`config.mk`:
```
export PLATFORM = sky130hd
export DESIGN_NAME = nand_cmd_status
export DESIGN_NICKNAME = d
export VERILOG_FILES = /design/src/rtl/nand_cmd_pkg.sv /design/src/rtl/nand_cmd_seq.sv /design/src/rtl/nand_erase_timer.sv /design/src/rtl/nand_status_mux.sv /design/src/rtl/nand_cmd_status.sv
export SDC_FILE = /design/constraint.sdc
export NUM_CORES = 1
export LEC_CHECK = 0
export CORE_ASPECT_RATIO = 0.8
export CORE_MARGIN = 4
export CORE_UTILIZATION = 53
export DETAILED_ROUTE_END_ITERATION = 10
export PLACE_DENSITY = 0.94
export SLEW_MARGIN = 20
export SYNTH_ARGS = -nofsm -noshare
export SYNTH_HDL_FRONTEND = slang
export SYNTH_SLANG_ARGS = --single-unit
```
`constraint.sdc`:
```
create_clock -name clk -period 3.4 [get_ports clk]
set_input_delay 0.85 -clock clk [delete_from_list [all_inputs] [get_ports clk]]
set_output_delay 0.85 -clock clk [all_outputs]
set_load 0.1 [all_outputs]
```
`src/rtl/nand_cmd_pkg.sv`:
```
package nand_cmd_pkg;
   localparam logic [7:0] OP_ERASE_SETUP = 8'h60;
   localparam logic [7:0] OP_ERASE_GO    = 8'hD0;
   localparam logic [7:0] OP_STATUS      = 8'h70;
   localparam logic [7:0] OP_READ_A      = 8'h00;
   localparam logic [7:0] OP_READ_B      = 8'h50;

   typedef enum logic [1:0] {
      SEQ_IDLE  = 2'd0,
      SEQ_SETUP = 2'd1,
      SEQ_ONE   = 2'd2,
      SEQ_TWO   = 2'd3
   } seq_state_t;
endpackage

```
`src/rtl/nand_cmd_seq.sv`:
```
module nand_cmd_seq
   import nand_cmd_pkg::*;
#(
   parameter int DATA_W = 8
) (
   input  logic                clk,
   input  logic                rst_n,
   input  logic                cmd_valid,
   input  logic                addr_valid,
   input  logic [DATA_W-1:0]   din,
   input  logic                busy,
   input  logic                wp_n,
   output logic                start_req,
   output logic                prot_hit,
   output logic                status_mode,
   output logic [2*DATA_W-1:0] row_addr
);
   localparam int ROW_W = 2 * DATA_W;

   seq_state_t st_q, st_d;
   logic [7:0] op;
   logic cmd_ok, addr_ok, confirm;

   assign op      = din[7:0];
   assign cmd_ok  = cmd_valid && (!busy || op == OP_STATUS);
   assign addr_ok = addr_valid && !busy;
   assign confirm = cmd_ok && op == OP_ERASE_GO && st_q == SEQ_TWO;
   assign start_req = confirm && wp_n;
   assign prot_hit  = confirm && !wp_n;

   always_comb begin
      st_d = st_q;
      if (cmd_ok) begin
         if (op == OP_ERASE_SETUP)  st_d = SEQ_SETUP;
         else if (op != OP_STATUS)  st_d = SEQ_IDLE;
      end else if (addr_ok) begin
         case (st_q)
            SEQ_SETUP: st_d = SEQ_ONE;
            SEQ_ONE:   st_d = SEQ_TWO;
            default:   st_d = SEQ_IDLE;
         endcase
      end
   end

   always_ff @(posedge clk or negedge rst_n) begin
      if (!rst_n) begin
         st_q        <= SEQ_IDLE;
         status_mode <= 1'b0;
         row_addr    <= '0;
      end else begin
         st_q <= st_d;
         if (cmd_ok) status_mode <= (op == OP_STATUS);
         if (addr_ok && st_q == SEQ_SETUP) row_addr[DATA_W-1:0] <= din;
         if (addr_ok && st_q == SEQ_ONE)   row_addr[ROW_W-1:DATA_W] <= din;
      end
   end


   busy_ignore_chk: assert property (@(posedge clk) disable iff (!rst_n)
      busy && cmd_valid && op != OP_STATUS |=> st_q == $past(st_q));

   confirm_ctx_chk: assert property (@(posedge clk) disable iff (!rst_n)
      start_req |-> st_q == SEQ_TWO);
endmodule

```
`src/rtl/nand_erase_timer.sv`:
```
module nand_erase_timer #(
   parameter int ERASE_CYC = 40,
   parameter int BLK_W     = 12
) (
   input  logic             clk,
   input  logic             rst_n,
   input  logic             start_req,
   input  logic             prot_hit,
   input  logic             erase_fail,
   input  logic [BLK_W-1:0] blk_in,
   output logic             busy,
   output logic             fail,
   output logic             go_pulse,
   output logic [BLK_W-1:0] blk_out
);
   localparam int CNT_W = $clog2(ERASE_CYC + 1);
   localparam logic [CNT_W-1:0] CNT_LAST = CNT_W'(ERASE_CYC - 1);

   logic [CNT_W-1:0] cnt;

   always_ff @(posedge clk or negedge rst_n) begin
      if (!rst_n) begin
         busy     <= 1'b0;
         fail     <= 1'b0;
         go_pulse <= 1'b0;
         cnt      <= '0;
         blk_out  <= '0;
      end else begin
         go_pulse <= start_req;
         if (start_req) begin
            busy    <= 1'b1;
            fail    <= 1'b0;
            cnt     <= CNT_LAST;
            blk_out <= blk_in;
         end else if (prot_hit) begin
            fail <= 1'b1;
         end else if (busy) begin
            if (cnt == '0) begin
               busy <= 1'b0;
               fail <= erase_fail;
            end else begin
               cnt <= cnt - 1'b1;
            end
         end
      end
   end


   no_restart_chk: assert property (@(posedge clk) disable iff (!rst_n)
      start_req |-> !busy);

   busy_hold_chk: assert property (@(posedge clk) disable iff (!rst_n)
      busy && cnt != '0 |=> busy);

   cnt_range_chk: assert property (@(posedge clk) disable iff (!rst_n)
      cnt <= CNT_LAST);
endmodule

```
`src/rtl/nand_status_mux.sv`:
```
module nand_status_mux #(
   parameter int DATA_W  = 8,
   parameter bit REG_OUT = 1'b0
) (
   input  logic              clk,
   input  logic              rst_n,
   input  logic              status_mode,
   input  logic              read_strobe,
   input  logic              busy,
   input  logic              fail,
   input  logic              wp_n,
   output logic [DATA_W-1:0] dout
);
   logic [DATA_W-1:0] stat_byte, sel;

   always_comb begin
      stat_byte    = '0;
      stat_byte[0] = fail;
      stat_byte[6] = !busy;
      stat_byte[7] = wp_n;
      sel = (status_mode && read_strobe) ? stat_byte : '0;
   end

   generate
      if (REG_OUT) begin : g_reg
         always_ff @(posedge clk or negedge rst_n) begin
            if (!rst_n) dout <= '0;
            else        dout <= sel;
         end
      end else begin : g_comb
         assign dout = sel;

         ready_bit_chk: assert property (@(posedge clk) disable iff (!rst_n)
            status_mode && read_strobe |-> dout[6] == !busy && dout[5:1] == '0);

         quiet_out_chk: assert property (@(posedge clk) disable iff (!rst_n)
            !(status_mode && read_strobe) |-> dout == '0);
      end
   endgenerate
endmodule

```
`src/rtl/nand_cmd_status.sv`:
```
module nand_cmd_status #(
   parameter int DATA_W    = 8,
   parameter int OFS_BITS  = 4,
   parameter int ERASE_CYC = 40,
   parameter bit REG_OUT   = 1'b0
) (
   input  logic                         clk,
   input  logic                         rst_n,
   input  logic                         cmd_valid,
   input  logic                         addr_valid,
   input  logic                         read_strobe,
   input  logic [DATA_W-1:0]            din,
   input  logic                         wp_n,
   input  logic                         erase_fail,
   output logic [DATA_W-1:0]            dout,
   output logic                         rdy,
   output logic                         status_mode,
   output logic                         erase_go,
   output logic [2*DATA_W-OFS_BITS-1:0] erase_blk
);
   localparam int ROW_W = 2 * DATA_W;
   localparam int BLK_W = ROW_W - OFS_BITS;

   generate
      if (DATA_W < 8)              begin : g_bad_w   $error("DATA_W must be at least 8"); end
      if (OFS_BITS >= ROW_W)       begin : g_bad_ofs $error("OFS_BITS too large"); end
      if (ERASE_CYC < 2)           begin : g_bad_cyc $error("ERASE_CYC must be at least 2"); end
   endgenerate

   logic start_req, prot_hit, busy, fail;
   logic [ROW_W-1:0] row_addr;

   nand_cmd_seq #(.DATA_W(DATA_W)) seq_i (
      .clk(clk), .rst_n(rst_n), .cmd_valid(cmd_valid), .addr_valid(addr_valid),
      .din(din), .busy(busy), .wp_n(wp_n), .start_req(start_req),
      .prot_hit(prot_hit), .status_mode(status_mode), .row_addr(row_addr));

   nand_erase_timer #(.ERASE_CYC(ERASE_CYC), .BLK_W(BLK_W)) tmr_i (
      .clk(clk), .rst_n(rst_n), .start_req(start_req), .prot_hit(prot_hit),
      .erase_fail(erase_fail), .blk_in(row_addr[ROW_W-1:OFS_BITS]),
      .busy(busy), .fail(fail), .go_pulse(erase_go), .blk_out(erase_blk));

   nand_status_mux #(.DATA_W(DATA_W), .REG_OUT(REG_OUT)) mux_i (
      .clk(clk), .rst_n(rst_n), .status_mode(status_mode),
      .read_strobe(read_strobe), .busy(busy), .fail(fail), .wp_n(wp_n),
      .dout(dout));

   assign rdy = !busy;


   go_single_chk: assert property (@(posedge clk) disable iff (!rst_n)
      erase_go |=> !erase_go);

   prot_block_chk: assert property (@(posedge clk) disable iff (!rst_n)
      !wp_n && !busy |=> !erase_go);

   go_busy_chk: assert property (@(posedge clk) disable iff (!rst_n)
      erase_go |-> !rdy);
endmodule

```
# After elaboration in Yosys (flattened, before gate mapping)
# Index checks and enable logic that the tools add are counted.
[op_classes] n_bitwise=0 reduce_logical=20 n_div=0 multipliers=0 shift=0 order_cmp=0 addsub=1 eq_ne=10 mux=18
[ops] operator="2-to-1 mux 6 bit" count=4
[ops] operator="equality test 8 x 7 -> 1 bit (second input constant)" count=2
[ops] operator="logical AND 1 bit" count=9
[ops] operator="equality test 8 bit (second input constant)" count=1
[ops] operator="2-to-1 mux 1 bit" count=8
[ops] operator="2-to-1 mux 2 bit" count=4
[ops] operator="2-to-1 mux 8 bit" count=1
[ops] operator="inequality test 8 x 7 -> 1 bit (second input constant)" count=1
[ops] operator="zero test 6 bit" count=1
[ops] operator="nonzero test 3 bit" count=2
[ops] operator="subtractor 6 x 1 -> 6 bit (second input constant)" count=1
[ops] operator="equality test 2 bit (second input constant)" count=2
[ops] operator="inequality test 2 x 1 -> 1 bit (second input constant)" count=2
[ops] operator="case mux 2 bit (2 select lines)" count=1
[ops] operator="AND reduction 2 bit" count=2
[ops] operator="nonzero test 2 bit" count=2
[ops] operator="inequality test 3 bit (second input constant)" count=1
[ops] operator="AND reduction 3 bit" count=1
[ops] operator="equality test 2 x 1 -> 1 bit (second input constant)" count=1
[ops] operator="zero test 1 bit" count=2
[ops] operator="logical OR 1 bit" count=1
[word_totals] word_cells=58 input_bits=15 latch_bits=0 mem_count=0 mem_bits_ro=0 regBits=40 mem_bits_rw=0

# Depth between registers and ports, before layout
[logic_depth] ltp_word=8 depth_mapped=7 mapped_depth_nobuf=7

# Hierarchy
# Synthesis repeated with hierarchy kept, for this count alone.
[unflattened] hier_cells=147 area_unflattened_um2=1853.0
[modules_own_cells] mod="nand_erase_timer" seq_area_each_um2=525.5 instances=1 area_per_inst_um2=915.9 cells_each=70
[modules_own_cells] mod="nand_cmd_seq" seq_area_each_um2=475.5 instances=1 area_per_inst_um2=870.8 cells_each=67
[modules_own_cells] mod="nand_status_mux" seq_area_each_um2=0.0 instances=1 area_per_inst_um2=62.6 cells_each=9
[modules_own_cells] mod="nand_cmd_status" seq_area_each_um2=0.0 instances=1 area_per_inst_um2=3.8 cells_each=1

# Worst setup path before layout
# OpenSTA, ideal clock, no wires.
[synth_path] path_type="reg-to-output" startpoint="register tmr_i.busy" endpoint="output port dout[6]" path_slack_ns=0.477 path_buffers=1 arrival_ns=2.073 required_ns=2.550 stages_incl_launch_ff=4 path_cell_list="dfrtp_1 buf_2 inv_1 and3_1"
[synth_between] elab_chain_len=2
[synth_rtl] element="start: declaration" line="nand_erase_timer.sv:11" source="output logic busy,"
[synth_rtl] element="start signal: assignment" line="nand_erase_timer.sv:23" source="busy <= 1'b0;"
[synth_rtl] element="start signal: assignment" line="nand_erase_timer.sv:31" source="busy <= 1'b1;"
[synth_rtl] element="start signal: assignment" line="nand_erase_timer.sv:39" source="busy <= 1'b0;"
[synth_rtl] element="zero test 1 bit"
[synth_rtl] element="via rdy" line="nand_cmd_status.sv:16" source="output logic rdy,"
[synth_rtl] element="2-to-1 mux 8 bit" line="nand_status_mux.sv:21" source="sel = (status_mode && read_strobe) ? stat_byte : '0;"
[synth_rtl] element="end: declaration" line="nand_cmd_status.sv:15" source="output logic [DATA_W-1:0] dout,"
# The timed path passes the listed nets, and every way through them passes these cells.

# Worst setup path in the final report
[layout_path] startpoint="input port wp_n" endpoint="output port dout[7]"
[layout_between] elab_chain_len=1
[layout_rtl] element="start: declaration" line="nand_cmd_status.sv:13" source="input logic wp_n,"
[layout_rtl] element="2-to-1 mux 8 bit" line="nand_status_mux.sv:21"
# No other way between the ends.

==> out/results.txt <==
The flow ran to the end, and the final reports show no timing, DRC or antenna violations. The tools report the number of standard-cell rows in the floorplan as 17. The max-capacitance violation count is 0.

After clock tree synthesis, the clock-pin slew on the worst setup and hold paths is 0.06 ns. The tools report the count of warnings emitted by yosys as 0. Relative to the synthesized area, the layout overhead comes to 25.65%. The cell-internal power was 0.7119 mW; the proportion of register bits with asynchronous set or reset after synthesis was 100.0%. Multiplexer cells account for 8.676% of the synthesized area. The post-route fraction of the period consumed by the critical path is 77.00%, and the buffer levels on the longest clock path is 2. The floorplan step set the die height to 58.25 µm.

First-pass detailed-route iteration total: 4. The run gives 1828 µm as the detailed-routed wire length on met2. Summing the sequential cell areas from Yosys gives 53.85% of the chip area.

The worst-case reg-to-reg path depth works out to 6. The startpoint of the worst hold path is seq_i.row_addr[11]. Summing the areas of all compound-gate instances in the mapped netlist gives 6.806% of the synthesized area. Max-slew violation total from the final report: 0. The delay of the slowest cell on the worst path is 0.51 ns, and the switching power is 0.2501 mW. The first global-routing pass estimated 6320 µm of wire. By area, the combinational part of the netlist is dominated by simple AND/OR/NAND/NOR gates. The commonest cells after synthesis are sky130_fd_sc_hd__nand2_1 (41), sky130_fd_sc_hd__dfrtp_1 (36), sky130_fd_sc_hd__mux2_2 (12). The start of the worst register-to-register path is tmr_i.busy.

Sequential cells account for 53.8% of the total power. The post-route netlist has 23.23% of its cells at a drive strength greater than 1. The synthesized netlist devotes 21.17% of its cell area to simple gates. The initial core utilization is 57.83%, and the maximum ir drop on the vdd rail is 0.2559 mV. The H-tree was split into 2 levels.

After routing the design area is 2102 µm². Traced cell by cell, the critical path runs through clkdlybuf4s50_1 -> and3_1 -> buf_12. For the placer congestion estimate, the log shows 0.9108. The worst setup path is launched from a primary input. Critical path's slowest cell: sky130_fd_sc_hd__clkdlybuf4s50_1.

Clock skew on the completed layout was measured at 0.006016 ns. In this run the top signal layer used is met4. The class of the tightest hold or removal check is flip-flop to flip-flop.

For the number of buffers inserted during clock tree synthesis, the log shows 5. Area of placed instances: 2009 µm². Once detail routing completed, the nets flagged for antenna violations numbered 0. The run gives 0 as the post-cts resize count. Mean cell area of the mapped netlist: 10.46 µm². The final critical delay including setup and external delays works out to 2.618 ns.

In this run, synthesis produced a sequential element count of 36. Most used standard cell by instance count after synthesis: sky130_fd_sc_hd__nand2_1. For this block, wires on met1 add up to 1595 µm.

The average wire per standard cell was 15.71 µm; the number of antenna cells inserted was 0. The die covers 4125 µm². During I/O placement, the number of pins put on the boundary was 38.

Data on the critical path is required at its endpoint by 2.55 ns. The worst setup slack for register-to-register paths was 1.46 ns. Data arrives at the worst endpoint at 1.77 ns. sky130_fd_sc_hd__dfrtp_1 takes more of the synthesized area than any other cell. The number of port buffers is 32, and the final count of hold timing violations is 0. The aggregate global-route resource usage was 20.37%. For the maximum frequency from static timing analysis, the log shows 382.0 MHz. The type of the setup path with the least slack was primary input to output port.

The number of antenna violations at the first check in global routing is 0. Net switching is 26.00% of the power. For this run the aggregate overflow at the end of global routing stands at 0.

Power spread over the standard cell area amounts to 457.6 nW/µm². From left edge to right edge, the die measures 70.81 µm. The total via count in the routed design is 1255. For hold timing, the worst endpoint is tmr_i.blk_out[7]. The clock share of power is 32.1%.

The tools report the count of buffers added by post-CTS timing repair for setup as 0. By area the synthesized netlist is led by sky130_fd_sc_hd__dfrtp_1 (54%), sky130_fd_sc_hd__nand2_1 (9.2%), sky130_fd_sc_hd__mux2_2 (8.1%), sky130_fd_sc_hd__ha_1 (3.7%), sky130_fd_sc_hd__buf_4 (2.7%). The cell sitting at the root of the clock tree is a sky130_fd_sc_hd__clkbuf_8. Yosys mapped a number of flops with a built-in enable equal to 0. The clock reaches the later pin of the worst-skew pair after 0.29 ns. The fraction of post-synthesis cell area in the top cell type by area was 53.85%; the detailed-routed wire length on met3 was 230 µm. The worst hold path depth is 2, and the sum of routed wire length over all layers is 3708 µm. The worst setup path is captured at an output port.

TritonCTS built the clock tree. In the final design database the tool counted 217 nets. The post-route setup TNS is 0 ns, and the number of remaining DRC errors is 0. Once detailed placement completed, the half-perimeter wirelength came to 2809 µm. The static leakage power was 1.083 nW. The run gives 1673 µm² as the post-synthesis instance area. The sink count of the clock tree is 36, and the area of the core is 2893 µm². Of the total power, combinational logic draws 14.1%. The tools report the via count of the first global-routing pass as 1261. The worst register-to-register path ends at tmr_i.cnt[3]. The run gives 32 as the count of unique library cells instantiated by Yosys. The critical-path maximum fanout came out at 2. Synthesis produced 160 cells. Grouping stages by cell kind, the critical path spends the most delay in buffers and inverters. For the iteration-0 DRC count of the detailed router, the log shows 83. Of the total synthesized cell area, the portion taken by XOR and XNOR cells is 0.5236%. Setup violations remaining at the end of the flow were counted as 0. Setup repair after global routing left no endpoint under its margin. Main flop type after synthesis: sky130_fd_sc_hd__dfrtp_1. The sum of buffers and inverters on the critical path is 2. Of the total synthesized cell area, the portion taken by full adders, half adders and majority gates is 3.740%. The number of buffers inserted for hold repair after clock tree synthesis was 0. Entering global routing, the biggest net connects 37 pins.

The vias per cell is 5.318.
-- flip-flops by register name, summed over array words and instances (netlist names) --
name               cells
tmr_i.go_pulse         1
tmr_i.blk_out         12
tmr_i.busy             1
seq_i.row_addr        12
tmr_i.cnt              6
seq_i.st_q             2
seq_i.status_mode      1
tmr_i.fail             1
-- worst reg2reg max path, cell delays in order, from the launching register on --
cell and delay, ns:
sky130_fd_sc_hd__dfrtp_1 0.52, sky130_fd_sc_hd__nor3b_1 0.32, sky130_fd_sc_hd__nand4_1 0.13, sky130_fd_sc_hd__buf_4 0.20
sky130_fd_sc_hd__inv_2 0.28, sky130_fd_sc_hd__nor2_8 0.08, sky130_fd_sc_hd__a211o_1 0.30
-- through the flow --
stage	cells	hold WS [ns]	utilization, %	power, mW	setup slack, ns
2_1_floorplan	164	0.4402	-	0.6111	0.4774
3_3_place_gp	228	0.4541	69.46	0.6492	0.7425
5_1_grt	236	0.4913	72.66	1.009	0.7652
6_report	236	0.4721	72.66	0.9620	0.7819
4_1_cts	236	0.4743	72.66	0.9682	0.7888
3_5_place_dp	228	0.4572	69.46	0.6595	0.6531
-- layout by cell type, fill, tap and decap left out, types with 2 or more instances in the layout --
master and count:
sky130_fd_sc_hd__inv_1 6, sky130_fd_sc_hd__nand4_1 3, sky130_fd_sc_hd__nor2_1 5, sky130_fd_sc_hd__clkdlybuf4s50_1 14, sky130_fd_sc_hd__ha_1 5, sky130_fd_sc_hd__and3_1 5
sky130_fd_sc_hd__o21ai_0 3, sky130_fd_sc_hd__nand2b_1 2, sky130_fd_sc_hd__dfrtp_1 36, sky130_fd_sc_hd__clkinv_2 2, sky130_fd_sc_hd__buf_4 17, sky130_fd_sc_hd__conb_1 5
sky130_fd_sc_hd__a21oi_1 6, sky130_fd_sc_hd__or3_1 3, sky130_fd_sc_hd__nor2b_1 2, sky130_fd_sc_hd__clkbuf_8 6, sky130_fd_sc_hd__a22o_1 2, sky130_fd_sc_hd__inv_2 2
sky130_fd_sc_hd__nand2_1 41, sky130_fd_sc_hd__nor3_1 4, sky130_fd_sc_hd__o211a_1 2, sky130_fd_sc_hd__nand3_1 2, sky130_fd_sc_hd__buf_12 3, sky130_fd_sc_hd__mux2_2 12
-- power by group through the flow --
stage	clock (mW)	combinational, mW	sequential, mW
global route	0.337	0.149	0.523
finish	0.309	0.136	0.517
detailed placement	0	0.136	0.524
global placement	0	0.129	0.521
CTS	0.315	0.137	0.516
floorplan	0	0.0967	0.514
-- how the worst max path moves through the flow --
stage	start	to	slack, ns	cells after the start
2_1_floorplan	tmr_i.busy	dout[6]	0.48	3
3_3_place_gp	cmd_valid	tmr_i.cnt[3]	0.74	7
3_5_place_dp	cmd_valid	tmr_i.cnt[3]	0.65	7
4_1_cts	wp_n	dout[7]	0.79	3
5_1_grt	read_strobe	dout[7]	0.77	3
6_report	wp_n	dout[7]	0.78	3
-- metal layers --
| layer | vias up | global-route usage (%) |
|---|---|---|
| li1 | 600 | - |
| met1 | 600 | 24.94 |
| met2 | 48 | 33.16 |
| met3 | 7 | 6.759 |
| met4 | 0 | 8.847 |
| met5 | - | 0 |
-- final cells by class --
cell class / count / area, µm²
multi-input cells: 112 / 703.2
well taps: 38 / 47.55
repair buffers: 34 / 327.8
inverters: 8 / 30.03
clock inverters: 2 / 10.01
fillers: 200 / 790.8
clock buffers: 6 / 82.58
flip-flops and latches: 36 / 900.9
-- cell families (layout without fill, tap and decap cells) --
group	count (synthesis)	count (layout)
AO/OA/AOI/OAI	16	16
XOR/XNOR	1	1
adder cells (fa/ha/maj)	5	5
buffers and inverters	16	50
flip-flops	36	36
multiplexers	13	13
other	1	5
AND/OR/NAND/NOR	72	72
Note: power is estimated with default switching activity, not from simulation.
